--- src/rtl/nand_fe_pkg.sv ---
package nand_fe_pkg;
   typedef enum logic [1:0] {
      AREA_LO    = 2'd0,
      AREA_HI    = 2'd1,
      AREA_SPARE = 2'd2
   } area_t;

   localparam logic [7:0] C_PTR_LO = 8'h00;
   localparam logic [7:0] C_PTR_HI = 8'h01;
   localparam logic [7:0] C_PTR_SP = 8'h50;
   localparam logic [7:0] C_PROG   = 8'h80;
   localparam logic [7:0] C_ERASE  = 8'h60;
   localparam logic [7:0] C_ERCONF = 8'hD0;
   localparam logic [7:0] C_STAT   = 8'h70;
   localparam logic [7:0] C_ID     = 8'h90;
   localparam logic [7:0] C_RESET  = 8'hFF;

   localparam int REQ_W      = 7;
   localparam int RQ_READ    = 0;
   localparam int RQ_PROG    = 1;
   localparam int RQ_ERASE   = 2;
   localparam int RQ_ERCONF  = 3;
   localparam int RQ_STAT    = 4;
   localparam int RQ_ID      = 5;
   localparam int RQ_RESET   = 6;
endpackage

--- src/rtl/nand_fe_strobe.sv ---
module nand_fe_strobe (
   input  logic clk,
   input  logic rst_n,
   input  logic wr_stb,
   input  logic cle,
   input  logic ale,
   output logic cmd_stb,
   output logic addr_stb,
   output logic proto_err
);
   logic wr_q;
   logic rise;

   assign rise     = wr_stb & ~wr_q;
   assign cmd_stb  = rise & cle & ~ale;
   assign addr_stb = rise & ale & ~cle;

   always_ff @(posedge clk) begin
      if (!rst_n) begin
         wr_q      <= 1'b0;
         proto_err <= 1'b0;
      end else begin
         wr_q      <= wr_stb;
         proto_err <= rise & cle & ale;
      end
   end


   both_le_chk: assert property (@(posedge clk) disable iff (!rst_n)
      proto_err |-> ($past(cle) && $past(ale)));
endmodule

--- src/rtl/nand_fe_addr.sv ---
module nand_fe_addr
   import nand_fe_pkg::*;
#(
   parameter int ADDR_CYCLES = 4,
   parameter int SPARE_BYTES = 16,
   localparam int ROW_W  = 8 * (ADDR_CYCLES - 1),
   localparam int COL_W  = $clog2(512 + SPARE_BYTES),
   localparam int SP_W   = $clog2(SPARE_BYTES),
   localparam int CNT_W  = $clog2(ADDR_CYCLES + 1)
) (
   input  logic             clk,
   input  logic             rst_n,
   input  logic             addr_stb,
   input  logic             cmd_stb,
   input  logic [7:0]       din,
   input  logic             ptr_wr,
   input  area_t            ptr_sel,
   input  logic             op_done,
   output logic [COL_W-1:0] col_addr,
   output logic [ROW_W-1:0] row_addr,
   output logic             addr_done
);
   logic [CNT_W-1:0] cnt;
   logic [7:0]       col_lo;
   area_t            area;
   logic             take;

   assign take = addr_stb && (cnt < CNT_W'(ADDR_CYCLES));

   always_ff @(posedge clk) begin
      if (!rst_n) begin
         cnt       <= '0;
         col_lo    <= '0;
         addr_done <= 1'b0;
      end else begin
         addr_done <= take && (cnt == CNT_W'(ADDR_CYCLES - 1));
         if (cmd_stb) begin
            cnt <= '0;
         end else if (take) begin
            cnt <= cnt + 1'b1;
            if (cnt == '0) col_lo <= din;
         end
      end
   end

   for (genvar b = 0; b < ADDR_CYCLES - 1; b++) begin : g_row
      always_ff @(posedge clk) begin
         if (!rst_n) row_addr[8*b +: 8] <= '0;
         else if (take && !cmd_stb && cnt == CNT_W'(b + 1)) row_addr[8*b +: 8] <= din;
      end
   end

   always_ff @(posedge clk) begin
      if (!rst_n) area <= AREA_LO;
      else if (ptr_wr) area <= ptr_sel;
      else if (op_done && area == AREA_HI) area <= AREA_LO;
   end

   always_comb begin
      unique case (area)
         AREA_HI:    col_addr = COL_W'(256) + COL_W'(col_lo);
         AREA_SPARE: col_addr = COL_W'(512) + COL_W'(col_lo[SP_W-1:0]);
         default:    col_addr = COL_W'(col_lo);
      endcase
   end


   col_range_chk: assert property (@(posedge clk) disable iff (!rst_n)
      col_addr < COL_W'(512 + SPARE_BYTES));

   ptr_ret_chk: assert property (@(posedge clk) disable iff (!rst_n)
      (op_done && !ptr_wr && col_addr >= COL_W'(256) && col_addr < COL_W'(512))
      |=> col_addr < COL_W'(256));

   addr_done_chk: assert property (@(posedge clk) disable iff (!rst_n)
      addr_done |-> $past(addr_stb));
endmodule

--- src/rtl/nand_fe_cmd.sv ---
module nand_fe_cmd
   import nand_fe_pkg::*;
(
   input  logic             clk,
   input  logic             rst_n,
   input  logic             cmd_stb,
   input  logic [7:0]       din,
   input  logic             busy,
   input  logic             wp_n,
   input  logic             op_done,
   input  logic             op_pass,
   output logic [7:0]       cmd_reg,
   output logic [REQ_W-1:0] op_req,
   output logic             abort,
   output logic             ptr_wr,
   output area_t            ptr_sel,
   output logic [7:0]       status
);
   logic [REQ_W-1:0] dec;
   logic             fail_q;

   always_comb begin
      dec     = '0;
      ptr_wr  = 1'b0;
      ptr_sel = AREA_LO;
      unique case (din)
         C_PTR_LO: begin dec[RQ_READ] = 1'b1; ptr_wr = 1'b1; ptr_sel = AREA_LO; end
         C_PTR_HI: begin dec[RQ_READ] = 1'b1; ptr_wr = 1'b1; ptr_sel = AREA_HI; end
         C_PTR_SP: begin dec[RQ_READ] = 1'b1; ptr_wr = 1'b1; ptr_sel = AREA_SPARE; end
         C_PROG:   dec[RQ_PROG]   = 1'b1;
         C_ERASE:  dec[RQ_ERASE]  = 1'b1;
         C_ERCONF: dec[RQ_ERCONF] = 1'b1;
         C_STAT:   dec[RQ_STAT]   = 1'b1;
         C_ID:     dec[RQ_ID]     = 1'b1;
         C_RESET:  begin dec[RQ_RESET] = 1'b1; ptr_wr = 1'b1; ptr_sel = AREA_LO; end
         default:  dec = '0;
      endcase
      if (!cmd_stb) begin
         dec    = '0;
         ptr_wr = 1'b0;
      end
   end

   always_ff @(posedge clk) begin
      if (!rst_n) begin
         cmd_reg <= C_PTR_LO;
         op_req  <= '0;
         abort   <= 1'b0;
         fail_q  <= 1'b0;
      end else begin
         op_req <= dec;
         abort  <= dec[RQ_RESET] & busy;
         if (cmd_stb) cmd_reg <= dec[RQ_RESET] ? 8'h00 : din;
         if (dec[RQ_RESET] || dec[RQ_PROG] || dec[RQ_ERASE]) fail_q <= 1'b0;
         else if (op_done && !op_pass) fail_q <= 1'b1;
      end
   end

   assign status = {wp_n, ~busy, 5'b00000, fail_q};


   req_onehot_chk: assert property (@(posedge clk) disable iff (!rst_n)
      $onehot0(op_req));

   abort_src_chk: assert property (@(posedge clk) disable iff (!rst_n)
      abort |-> op_req[RQ_RESET]);

   fail_clr_chk: assert property (@(posedge clk) disable iff (!rst_n)
      op_req[RQ_RESET] |-> (status[0] == 1'b0 && cmd_reg == 8'h00));
endmodule

--- src/rtl/nand_fe_latch.sv ---
module nand_fe_latch
   import nand_fe_pkg::*;
#(
   parameter int ADDR_CYCLES = 4,
   parameter int SPARE_BYTES = 16
) (
   input  logic                                  clk,
   input  logic                                  rst_n,
   input  logic                                  wr_stb,
   input  logic                                  cmd_le,
   input  logic                                  addr_le,
   input  logic [7:0]                            bus_in,
   input  logic                                  wp_n,
   input  logic                                  busy,
   input  logic                                  op_done,
   input  logic                                  op_pass,
   output logic [7:0]                            cmd_reg,
   output logic [6:0]                            op_req,
   output logic                                  abort,
   output logic                                  proto_err,
   output logic                                  addr_done,
   output logic [$clog2(512 + SPARE_BYTES)-1:0]  col_addr,
   output logic [8*(ADDR_CYCLES-1)-1:0]          row_addr,
   output logic [7:0]                            status
);
   if (ADDR_CYCLES < 2 || ADDR_CYCLES > 5) begin : g_bad_cycles
      $error("ADDR_CYCLES must lie in 2..5");
   end
   if (SPARE_BYTES < 2 || SPARE_BYTES > 128 || (SPARE_BYTES & (SPARE_BYTES - 1)) != 0) begin : g_bad_spare
      $error("SPARE_BYTES must be a power of two in 2..128");
   end

   logic  cmd_stb;
   logic  addr_stb;
   logic  ptr_wr;
   area_t ptr_sel;

   nand_fe_strobe u_stb (
      .clk       (clk),
      .rst_n     (rst_n),
      .wr_stb    (wr_stb),
      .cle       (cmd_le),
      .ale       (addr_le),
      .cmd_stb   (cmd_stb),
      .addr_stb  (addr_stb),
      .proto_err (proto_err)
   );

   nand_fe_cmd u_cmd (
      .clk     (clk),
      .rst_n   (rst_n),
      .cmd_stb (cmd_stb),
      .din     (bus_in),
      .busy    (busy),
      .wp_n    (wp_n),
      .op_done (op_done),
      .op_pass (op_pass),
      .cmd_reg (cmd_reg),
      .op_req  (op_req),
      .abort   (abort),
      .ptr_wr  (ptr_wr),
      .ptr_sel (ptr_sel),
      .status  (status)
   );

   nand_fe_addr #(
      .ADDR_CYCLES (ADDR_CYCLES),
      .SPARE_BYTES (SPARE_BYTES)
   ) u_addr (
      .clk       (clk),
      .rst_n     (rst_n),
      .addr_stb  (addr_stb),
      .cmd_stb   (cmd_stb),
      .din       (bus_in),
      .ptr_wr    (ptr_wr),
      .ptr_sel   (ptr_sel),
      .op_done   (op_done),
      .col_addr  (col_addr),
      .row_addr  (row_addr),
      .addr_done (addr_done)
   );
endmodule

--- config.mk ---
export PLATFORM = sky130hd
export DESIGN_NAME = nand_fe_latch
export DESIGN_NICKNAME = d
export VERILOG_FILES = /design/src/rtl/nand_fe_pkg.sv /design/src/rtl/nand_fe_strobe.sv /design/src/rtl/nand_fe_addr.sv /design/src/rtl/nand_fe_cmd.sv /design/src/rtl/nand_fe_latch.sv
export SDC_FILE = /design/constraint.sdc
export NUM_CORES = 1
export LEC_CHECK = 0
export BUFFER_PORTS_ARGS = -buffer_cell sky130_fd_sc_hd__buf_2
export CORE_MARGIN = 2
export CORE_UTILIZATION = 45
export CTS_CLUSTER_SIZE = 28
export DETAILED_ROUTE_END_ITERATION = 7
export GPL_TIMING_DRIVEN = 0
export PLACE_DENSITY = 0.75
export SLEW_MARGIN = 20
export SYNTH_ARGS = -nofsm -noshare
export SYNTH_HDL_FRONTEND = slang
export SYNTH_HIERARCHICAL = 1
export SYNTH_SLANG_ARGS = --single-unit
export TNS_END_PERCENT = 10
--- constraint.sdc ---
create_clock -name clk -period 1.7 [get_ports clk]
set_input_delay 0.34 -clock clk [delete_from_list [all_inputs] [get_ports clk]]
set_output_delay 0.34 -clock clk [all_outputs]
set_load 0.03 [all_outputs]
==> results of run 1 <==
[where the power goes]
part	total (mW)	internal (mW)	leakage, nW	switching [mW]
sequential	1.36	1.35	0.462	0.00912
combinational	0.256	0.0888	0.931	0.168
clock	1.24	0.744	0.102	0.498
[layout make-up]
cell class | instances | area, um^2
plain buffers | 28 | 240
clock buffers | 12 | 155
clock inverters | 3 | 40.0
fillers | 494 | 2230
inverters | 7 | 26.3
multi-input cells | 165 | 1200
flip-flops and latches | 57 | 1150
well taps | 72 | 90.1
repair buffers | 71 | 372
[path summary, 6_finish.rpt]
kind | start | to | slack (ps) | depth (start not counted)
setup / recovery | u_addr/area[0]$_SDFFE_PN0P_ | col_addr[5] | 40 | 5
hold / removal | busy | u_cmd/abort$_SDFF_PN0_ | 260 | 2
setup reg to reg | u_stb/wr_q$_SDFF_PN0_ | u_addr/area[0]$_SDFFE_PN0P_ | 130 | 5
hold reg to reg | u_addr/row_addr[13]$_SDFFE_PN0P_ | u_addr/row_addr[13]$_SDFFE_PN0P_ | 460 | 2
[timing repair]
action | CTS | global route
buffers inserted | 1 | 0
gates resized for setup | 9 | 8
pin swaps | 1 | 1
setup endpoints to repair | 6 | 14
[cells in the mapped netlist (all sizes together)]
cell type / instances / share of area
nand4: 1 / 0.0024
a31oi: 1 / 0.0083
a22o: 7 / 0.024
o211ai: 1 / 0.0029
a21oi: 2 / 0.0039
nand2b: 1 / 0.0024
nor4: 3 / 0.013
nand3: 34 / 0.074
nor3: 1 / 0.0020
nand3b: 2 / 0.0059
xnor2: 1 / 0.0034
ha: 8 / 0.039
nand4bb: 4 / 0.018
and4b: 1 / 0.0039
and3b: 2 / 0.0073
o21a: 2 / 0.0059
and3: 4 / 0.010
and2: 3 / 0.0083
nand2: 16 / 0.023
buf: 26 / 0.090
o21ai: 33 / 0.098
conb: 1 / 0.0015
or2b: 1 / 0.0029
nor2: 9 / 0.013
nor4b: 1 / 0.0059
and4bb: 2 / 0.0098
inv: 7 / 0.010
dfxtp: 57 / 0.45
nor2b: 10 / 0.024
a41oi: 1 / 0.0034
and2b: 1 / 0.0034
clkbuf: 2 / 0.0029
mux2i: 1 / 0.0039
a21boi: 3 / 0.0088
a211oi: 1 / 0.0049
and4: 3 / 0.012
[kinds of logic (layout without fill, tap and decap cells)]
| logic type | Yosys count | in the layout | share of synthesized area |
|---|---|---|---|
| AND/OR/NAND/NOR | 99 | 99 | 0.243 |
| flip-flops | 57 | 57 | 0.446 |
| AO/OA/AOI/OAI | 51 | 51 | 0.160 |
| buffers and inverters | 35 | 121 | 0.104 |
| adder cells (fa/ha/maj) | 8 | 8 | 0.0391 |
| other | 1 | 5 | 0.00146 |
| XOR/XNOR | 1 | 1 | 0.00342 |
| multiplexers | 1 | 1 | 0.00391 |
[routing by layer]
| metal | vias up | GRT usage | routed length [um] |
|---|---|---|---|
| met4 | 0 | 0.117 | 112 |
| met5 | - | 0 | 0 |
| met3 | 9 | 0.0385 | 263 |
| li1 | 1049 | - | - |
| met2 | 53 | 0.298 | 2780 |
| met1 | 946 | 0.232 | 2510 |
[metrics by stage]
stage	hold WS [ps]	instances	setup WS, ps	area, um^2
3_3_place_gp	445	399	-161	3020
4_1_cts	246	415	-59.7	3240
5_1_grt	256	415	-35.4	3270
2_1_floorplan	417	257	190	2580
6_report	260	415	35.6	3270
3_5_place_dp	450	399	-186	3020
[worst max-delay path: stages, from the launching register on]
cell and delay (ps):
dfxtp_2 320, buf_4 140, ha_4 160, nor2_4 150, nor2b_1 70, buf_4 160
==> run_results.csv, run 1 <==
group,metric,value,unit
drt,ant_nets,0,
layout,final_common_cell,"buf_2",
global_route,antenna_found_initial,0,
critical_path,crit_arrival,1320,ps
critical_path,crit_fanout,4,
global_route,grt_overflow,0,
drt,via_per_inst,4.96,
yosys,synth_seq_cells,57,
job,drv_cap,0,
floorplan,fp-row-count,27,
clock_tree,holdBufCountCts,0,
run_status,status,"finished clean",
global_route,track_usage,0.188,
timing,setup_viol,0,
layout,largest_register_ff_count,24,
clock_tree,root_buffer,"clkbuf_8",
critical_path,end_kind,"output pin",
worst_hold_path,hp-class,"in -> reg",
power_and_ir_drop,power.density,873,nW/um^2
drt,dr.pass1.iters,4,
clock_tree,insertion_delay,330,ps
clock_tree,htree_levels,3,
critical_path,setup.worst_path.class,"reg -> out",
yosys,synthCells,253,
drt,avgRoutedWirePerCell,13.6,um
timing,max_freq,601,MHz
clock_tree,numClockSinks,57,
clock_tree,cts_buffer_depth,2,
yosys,synth-warning-count,6,
drt,num_vias,2057,
global_route,grt_first_pass_wirelength,8960,um
drt,drc_errors,0,
timing,min_period,1660,ps
clock_tree,numCtsBuffers,9,
timing,rsz0062_at_grt,"true",
clock_tree,cts_tree,"done",
global_route,grt_pass1_vias,1878,
drt,drt-initial-drc-count,134,
layout,antenna_cells,0,
floorplan,die_x,79.4,um
drt,routed_wl,5660,um
power_and_ir_drop,peakVddDrop,0.000398,V
layout,post-route-util,0.595,
timing,fin_setup_tns,0,ps
floorplan,die_h,79.4,um
clock_tree,path_clk_slew,60,ps
placement,gp_congestion,0.805,
timing,maxSlewViolCount,0,
layout,fin_nets,364,
yosys,syn_area,2560,um^2
floorplan,dieArea,6310,um^2
placement,dpl.hpwl,4180,um
global_route,grt_max_degree,11,
critical_path,start_kind,"flop",
yosys,synth_area_per_cell,10.1,um^2
layout,drive_gt1_frac,0.452,
critical_path,critical_path_required,1360,ps
timing,skew,2.97,ps
timing,hold_viol,0,
timing,fin_crit_sh,0.979,
floorplan,core_area,5510,um^2
power_and_ir_drop,total_power,2.86,mW
layout,area_delta_synth_final,27.8,%
floorplan,ios,77,
yosys,synth.distinct_cells,48,
floorplan,start_util,0.465,
layout,final_cell_mix,"buf_2, dfxtp_1, nand3_1",
placement,portBuffers,70,
power_and_ir_drop,power.leakage,1.49,nW
yosys,ys_seq_area_frac,0.446,
Note: power is estimated with default switching activity, not from simulation.
==> run 2: changes to the inputs <==
--- a/config.mk
+++ b/config.mk
@@ -7,11 +7,12 @@
 export LEC_CHECK = 0
 export BUFFER_PORTS_ARGS = -buffer_cell sky130_fd_sc_hd__buf_2
 export CORE_MARGIN = 2
-export CORE_UTILIZATION = 45
+export CORE_UTILIZATION = 51
+export CTS_CLUSTER_DIAMETER = 50
 export CTS_CLUSTER_SIZE = 28
 export DETAILED_ROUTE_END_ITERATION = 7
 export GPL_TIMING_DRIVEN = 0
-export PLACE_DENSITY = 0.75
+export PLACE_DENSITY = 0.83
 export SLEW_MARGIN = 20
 export SYNTH_ARGS = -nofsm -noshare
 export SYNTH_HDL_FRONTEND = slang
==> run 2 against run 1 <==
Net effect: the run now ends with negative setup slack left; clock skew increased by 3.2 ps; first-iteration DRC count shrank 27%; setup slack worse by 61 ps; non-clock buffer count stayed put; clock power is 5% higher; clock-buffer cell count rose by 2; critical endpoint is now col_addr[6]; wire length decreased by 1.3%; core utilization up 8.5 points; sequential share of layout area increased by 0.14 points.
==> run_results.csv, run 2 (synthesis results as in run 1) <==
group,metric,value,unit
clock_tree,cts_tree,"done",
placement,portBuffers,70,
critical_path,critical_path_required,1360,ps
drt,drc_errors,0,
drt,drt-initial-drc-count,98,
layout,area_delta_synth_final,26.9,%
global_route,track_usage,0.209,
timing,hold_viol,0,
timing,max_freq,580,MHz
critical_path,slowest_stage,"dfxtp_2",
global_route,grt_first_pass_wirelength,8580,um
layout,final_common_cell,"buf_2",
clock_tree,numCtsBuffers,9,
critical_path,setup.worst_path.class,"reg -> out",
drt,ant_nets,0,
placement,gp_congestion,0.797,
floorplan,fp-row-count,25,
timing,min_period,1730,ps
critical_path,crit_start,"u_addr/area[0]$_SDFFE_PN0P_",
drt,dr.pass1.iters,5,
run_status,status,"complete, but fails checks",
global_route,grt_overflow,0,
critical_path,start_kind,"flop",
critical_path,crit_fanout,4,
timing,layout_setup_ws,-25.4,ps
global_route,grt_pass1_vias,1827,
layout,fin_nets,364,
power_and_ir_drop,power.density,896,nW/um^2
layout,final_area,3250,um^2
critical_path,rr_startpoint,"u_stb/wr_q$_SDFF_PN0_",
floorplan,core_area,4790,um^2
floorplan,die_x,74.9,um
floorplan,start_util,0.535,
placement,dpl.hpwl,4110,um
placement,dp.cells,394,
critical_path,crit_arrival,1390,ps
clock_tree,holdBufCountCts,0,
floorplan,dieArea,5600,um^2
clock_tree,htree_levels,3,
clock_tree,numClockSinks,57,
timing,setup_viol,4,
clock_tree,cts_buffer_depth,2,
clock_tree,path_clk_slew,60,ps
job,drv_cap,0,
timing,skew,6.13,ps
critical_path,end_kind,"output pin",
timing,fin_crit_sh,1.01,
clock_tree,root_buffer,"clkbuf_8",
drt,avgRoutedWirePerCell,13.6,um
layout,antenna_cells,0,
worst_hold_path,hp-class,"in -> reg",
timing,rsz0062_at_grt,"true",
layout,n_fill_cell,402,
power_and_ir_drop,power.leakage,1.49,nW
layout,stdcell_count,411,
drt,routed_wl,5590,um
worst_hold_path,hp-start,"busy",
layout,drive_gt1_frac,0.445,
clock_tree,insertion_delay,330,ps
global_route,grt_max_degree,11,
layout,final_cell_mix,"buf_2, dfxtp_1, nand3_1",
floorplan,ios,77,
drt,via_per_inst,5.02,
critical_path,worstPathCellList,"inv_1 > ha_1 > nor2_4 > nor2b_1 > buf_4",
global_route,antenna_found_initial,0,
timing,maxSlewViolCount,0,
power_and_ir_drop,peakVddDrop,0.000752,V
floorplan,die_h,74.9,um
run_status,violations,"negative setup slack",
critical_path,slowest_delay,320,ps
drt,num_vias,2063,
layout,largest_register_ff_count,24,
placement,placed_cell_area,3010,um^2
## run 2: final timing paths
| check | slack [ps] | to | cells past startpoint |
|---|---|---|---|
| worst max register to register | 140 | u_addr/area[1]$_SDFFE_PN0P_ | 5 |
| worst min-delay path | 260 | u_cmd/abort$_SDFF_PN0_ | 2 |
| worst max-delay path | -30 | col_addr[6] | 5 |
| worst min register to register | 460 | u_addr/col_lo[2]$_SDFFE_PN0P_ | 2 |
## run 2: per-stage QoR
stage,util,setup TNS (ps),power (mW),setup slack [ps],hold WS (ps)
finish,0.679,-77.5,2.91,-25.4,260
global route,0.679,-380,3.01,-106,256
CTS,0.678,-211,2.94,-56.9,246
detailed placement,0.629,-861,1.64,-226,451
global placement,0.629,-503,1.64,-151,445
floorplan,-,0,1.56,190,417
## run 2: cell type report
class	count	area [um^2]	area share
repair buffers	71	368	0.113
inverters	7	26.3	0.00808
plain buffers	28	240	0.0739
multi-input cells	165	1180	0.364
clock inverters	2	35.0	0.0108
clock buffers	14	173	0.0531
flip-flops and latches	57	1140	0.351
well taps	67	83.8	0.0258
## run 2: report_power, final
part | total (mW) | switching, mW | internal (mW)
combinational | 0.254 | 0.166 | 0.0883
sequential | 1.36 | 0.00878 | 1.35
clock | 1.30 | 0.503 | 0.795
## run 2: critical path: cells and delay by family, from the launching register on
family	cells	cell delay [ps]
flops	1	320
fa+ha+maj	1	320
buf+inv	2	210
simple gates	2	210
## run 2: metal layers
| layer | vias to the layer above | routed length [um] | global-route usage |
|---|---|---|---|
| met5 | - | 0 | 0 |
| met4 | 0 | 83 | 0.0833 |
| met3 | 10 | 287 | 0.0602 |
| met2 | 52 | 2790 | 0.344 |
| met1 | 952 | 2430 | 0.258 |
| li1 | 1049 | - | - |
## run 2: repair_timing
| action | in CTS | in global routing |
|---|---|---|
| gates cloned | 0 | 0 |
| hold endpoints to repair | 0 | 0 |
| setup buffers | 1 | 0 |
| endpoints found under the setup margin | 6 | 15 |
| resized for setup | 9 | 3 |
| pin swaps | 1 | 1 |
==> run 3: changes to the inputs <==
--- a/config.mk
+++ b/config.mk
@@ -12,7 +12,7 @@
 export CTS_CLUSTER_SIZE = 28
 export DETAILED_ROUTE_END_ITERATION = 7
 export GPL_TIMING_DRIVEN = 0
-export PLACE_DENSITY = 0.83
+export PLACE_DENSITY = 0.81
 export SLEW_MARGIN = 20
 export SYNTH_ARGS = -nofsm -noshare
 export SYNTH_HDL_FRONTEND = slang
==> run 3 against run 2 <==
Net effect: the run now ends clean; non-clock buffer count stayed put; die area stayed put; combinational power hardly changed; hold slack worse by 0.86 ps; critical path depth stayed put; core utilization is 0.31 points higher; clock-buffer cell count is 1 lower; cell count stayed put; wire length is 1.1% lower; clock power hardly changed; design area is 0.46% higher.
==> run_results.csv, run 3 (synthesis results as in run 1) <==
group,metric,value,unit
run_status,status,"finished clean",
power_and_ir_drop,clockPowerShare,0.452,
floorplan,ios,77,
floorplan,die_h,74.9,um
clock_tree,insertion_delay,340,ps
power_and_ir_drop,power.leakage,1.49,nW
clock_tree,numClockSinks,57,
timing,setup_viol,0,
layout,area_delta_synth_final,27.5,%
layout,largest_register_ff_count,24,
power_and_ir_drop,swShare,0.232,
critical_path,crit_start,"u_addr/area[0]$_SDFFE_PN0P_",
timing,max_freq,592,MHz
drt,dr.pass1.iters,4,
clock_tree,numCtsBuffers,9,
floorplan,fp-row-count,25,
global_route,grt_max_degree,11,
worst_hold_path,hp-start,"busy",
global_route,grt_pass1_vias,1896,
critical_path,rr_startpoint,"u_stb/wr_q$_SDFF_PN0_",
clock_tree,htree_levels,3,
power_and_ir_drop,comb_power_share,0.086,
clock_tree,root_buffer,"clkbuf_8",
floorplan,start_util,0.535,
layout,antenna_cells,0,
critical_path,start_kind,"flop",
drt,ant_nets,0,
power_and_ir_drop,seq_power_share,0.462,
placement,place_ws,-219,ps
timing,hold_viol,0,
drt,num_vias,2057,
job,drv_cap,0,
worst_hold_path,holdPathStages,2,
placement,gp_congestion,0.770,
global_route,antenna_found_initial,0,
timing,rsz0062_at_grt,"true",
timing,skew,7.95,ps
floorplan,die_x,74.9,um
drt,drc_errors,0,
layout,final_cell_mix,"buf_2, dfxtp_1, nand3_1",
layout,drive_gt1_frac,0.448,
critical_path,setup.worst_path.class,"reg -> out",
critical_path,critical_path_required,1360,ps
power_and_ir_drop,p_int,2.27,mW
global_route,track_usage,0.209,
critical_path,end_kind,"output pin",
placement,dpl.hpwl,4010,um
global_route,grt_overflow,0,
clock_tree,path_clk_slew,60,ps
clock_tree,cts_buffer_depth,2,
drt,via_per_inst,5.00,
timing,holdWs,259,ps
layout,post-route-util,0.682,
worst_hold_path,hp-class,"in -> reg",
placement,portBuffers,70,
power_and_ir_drop,peakVddDrop,0.000590,V
placement,dp.cells,394,
layout,fin_nets,364,
power_and_ir_drop,p_sw,0.684,mW
global_route,grt_first_pass_wirelength,8560,um
power_and_ir_drop,power.density,903,nW/um^2
drt,drt-initial-drc-count,108,
drt,routed_wl,5530,um
timing,fin_crit_sh,0.994,
floorplan,dieArea,5600,um^2
timing,layout_setup_ws,10.9,ps
drt,avgRoutedWirePerCell,13.4,um
critical_path,worstRegToRegCells,5,
layout,final_common_cell,"buf_2",
critical_path,crit_arrival,1350,ps
timing,min_period,1690,ps
timing,maxSlewViolCount,0,
clock_tree,cts_tree,"done",
floorplan,core_area,4790,um^2
critical_path,crit_fanout,4,
clock_tree,holdBufCountCts,0,
power_and_ir_drop,total_power,2.95,mW
layout,stdcell_count,411,
==> run 3: critical path: stages (launching register included) <==
cell and delay (ps):
dfxtp_2 320, buf_4 130, ha_2 200, nor2_4 130, nor2b_1 70, buf_4 170
==> run 3: final cells by class <==
type | instances | area [um^2]
inverters | 7 | 26.3
flip-flops and latches | 57 | 1140
multi-input cells | 165 | 1200
repair buffers | 71 | 369
well taps | 67 | 83.8
clock buffers | 13 | 139
clock inverters | 3 | 65.1
fillers | 381 | 1520
plain buffers | 28 | 240
==> run 3: routing by layer <==
| layer | global-route usage | up-vias | part of all wire |
|---|---|---|---|
| met2 | 0.347 | 63 | 0.50 |
| met5 | 0 | - | 0 |
| li1 | - | 1054 | - |
| met1 | 0.244 | 933 | 0.42 |
| met4 | 0.105 | 0 | 0.017 |
| met3 | 0.0643 | 7 | 0.063 |
==> run 3: final timing paths <==
path / to / slack [ps]
worst max-delay path: col_addr[6] / 10
worst min-delay path: u_cmd/abort$_SDFF_PN0_ / 260
worst max register to register: u_cmd/cmd_reg[5]$_SDFFE_PN0P_ / 150
worst min register to register: u_addr/row_addr[5]$_SDFFE_PN0P_ / 450
==> run 3: power by group through the flow <==
stage	registers [mW]	logic, mW	clock network, mW
2_1_floorplan	1.40	0.159	0
3_3_place_gp	1.39	0.248	0
3_5_place_dp	1.39	0.251	0
4_1_cts	1.36	0.254	1.35
5_1_grt	1.36	0.274	1.40
6_report	1.36	0.255	1.33
==> run 3: repair_timing <==
item / in CTS / in global routing
gates resized for setup: 11 / 3
pin swaps: 1 / 0
buffers inserted: 1 / 0
endpoints found under the setup margin: 6 / 5
cloned: 0 / 0
hold endpoints to repair: 0 / 0
==> run 3: metrics by stage <==
| step | cell area [um^2] | TNS, ps |
|---|---|---|
| 3_3_place_gp | 3010 | -615 |
| 6_report | 3270 | 0 |
| 4_1_cts | 3260 | 0 |
| 5_1_grt | 3270 | -153 |
| 2_1_floorplan | 2580 | 0 |
| 3_5_place_dp | 3010 | -922 |
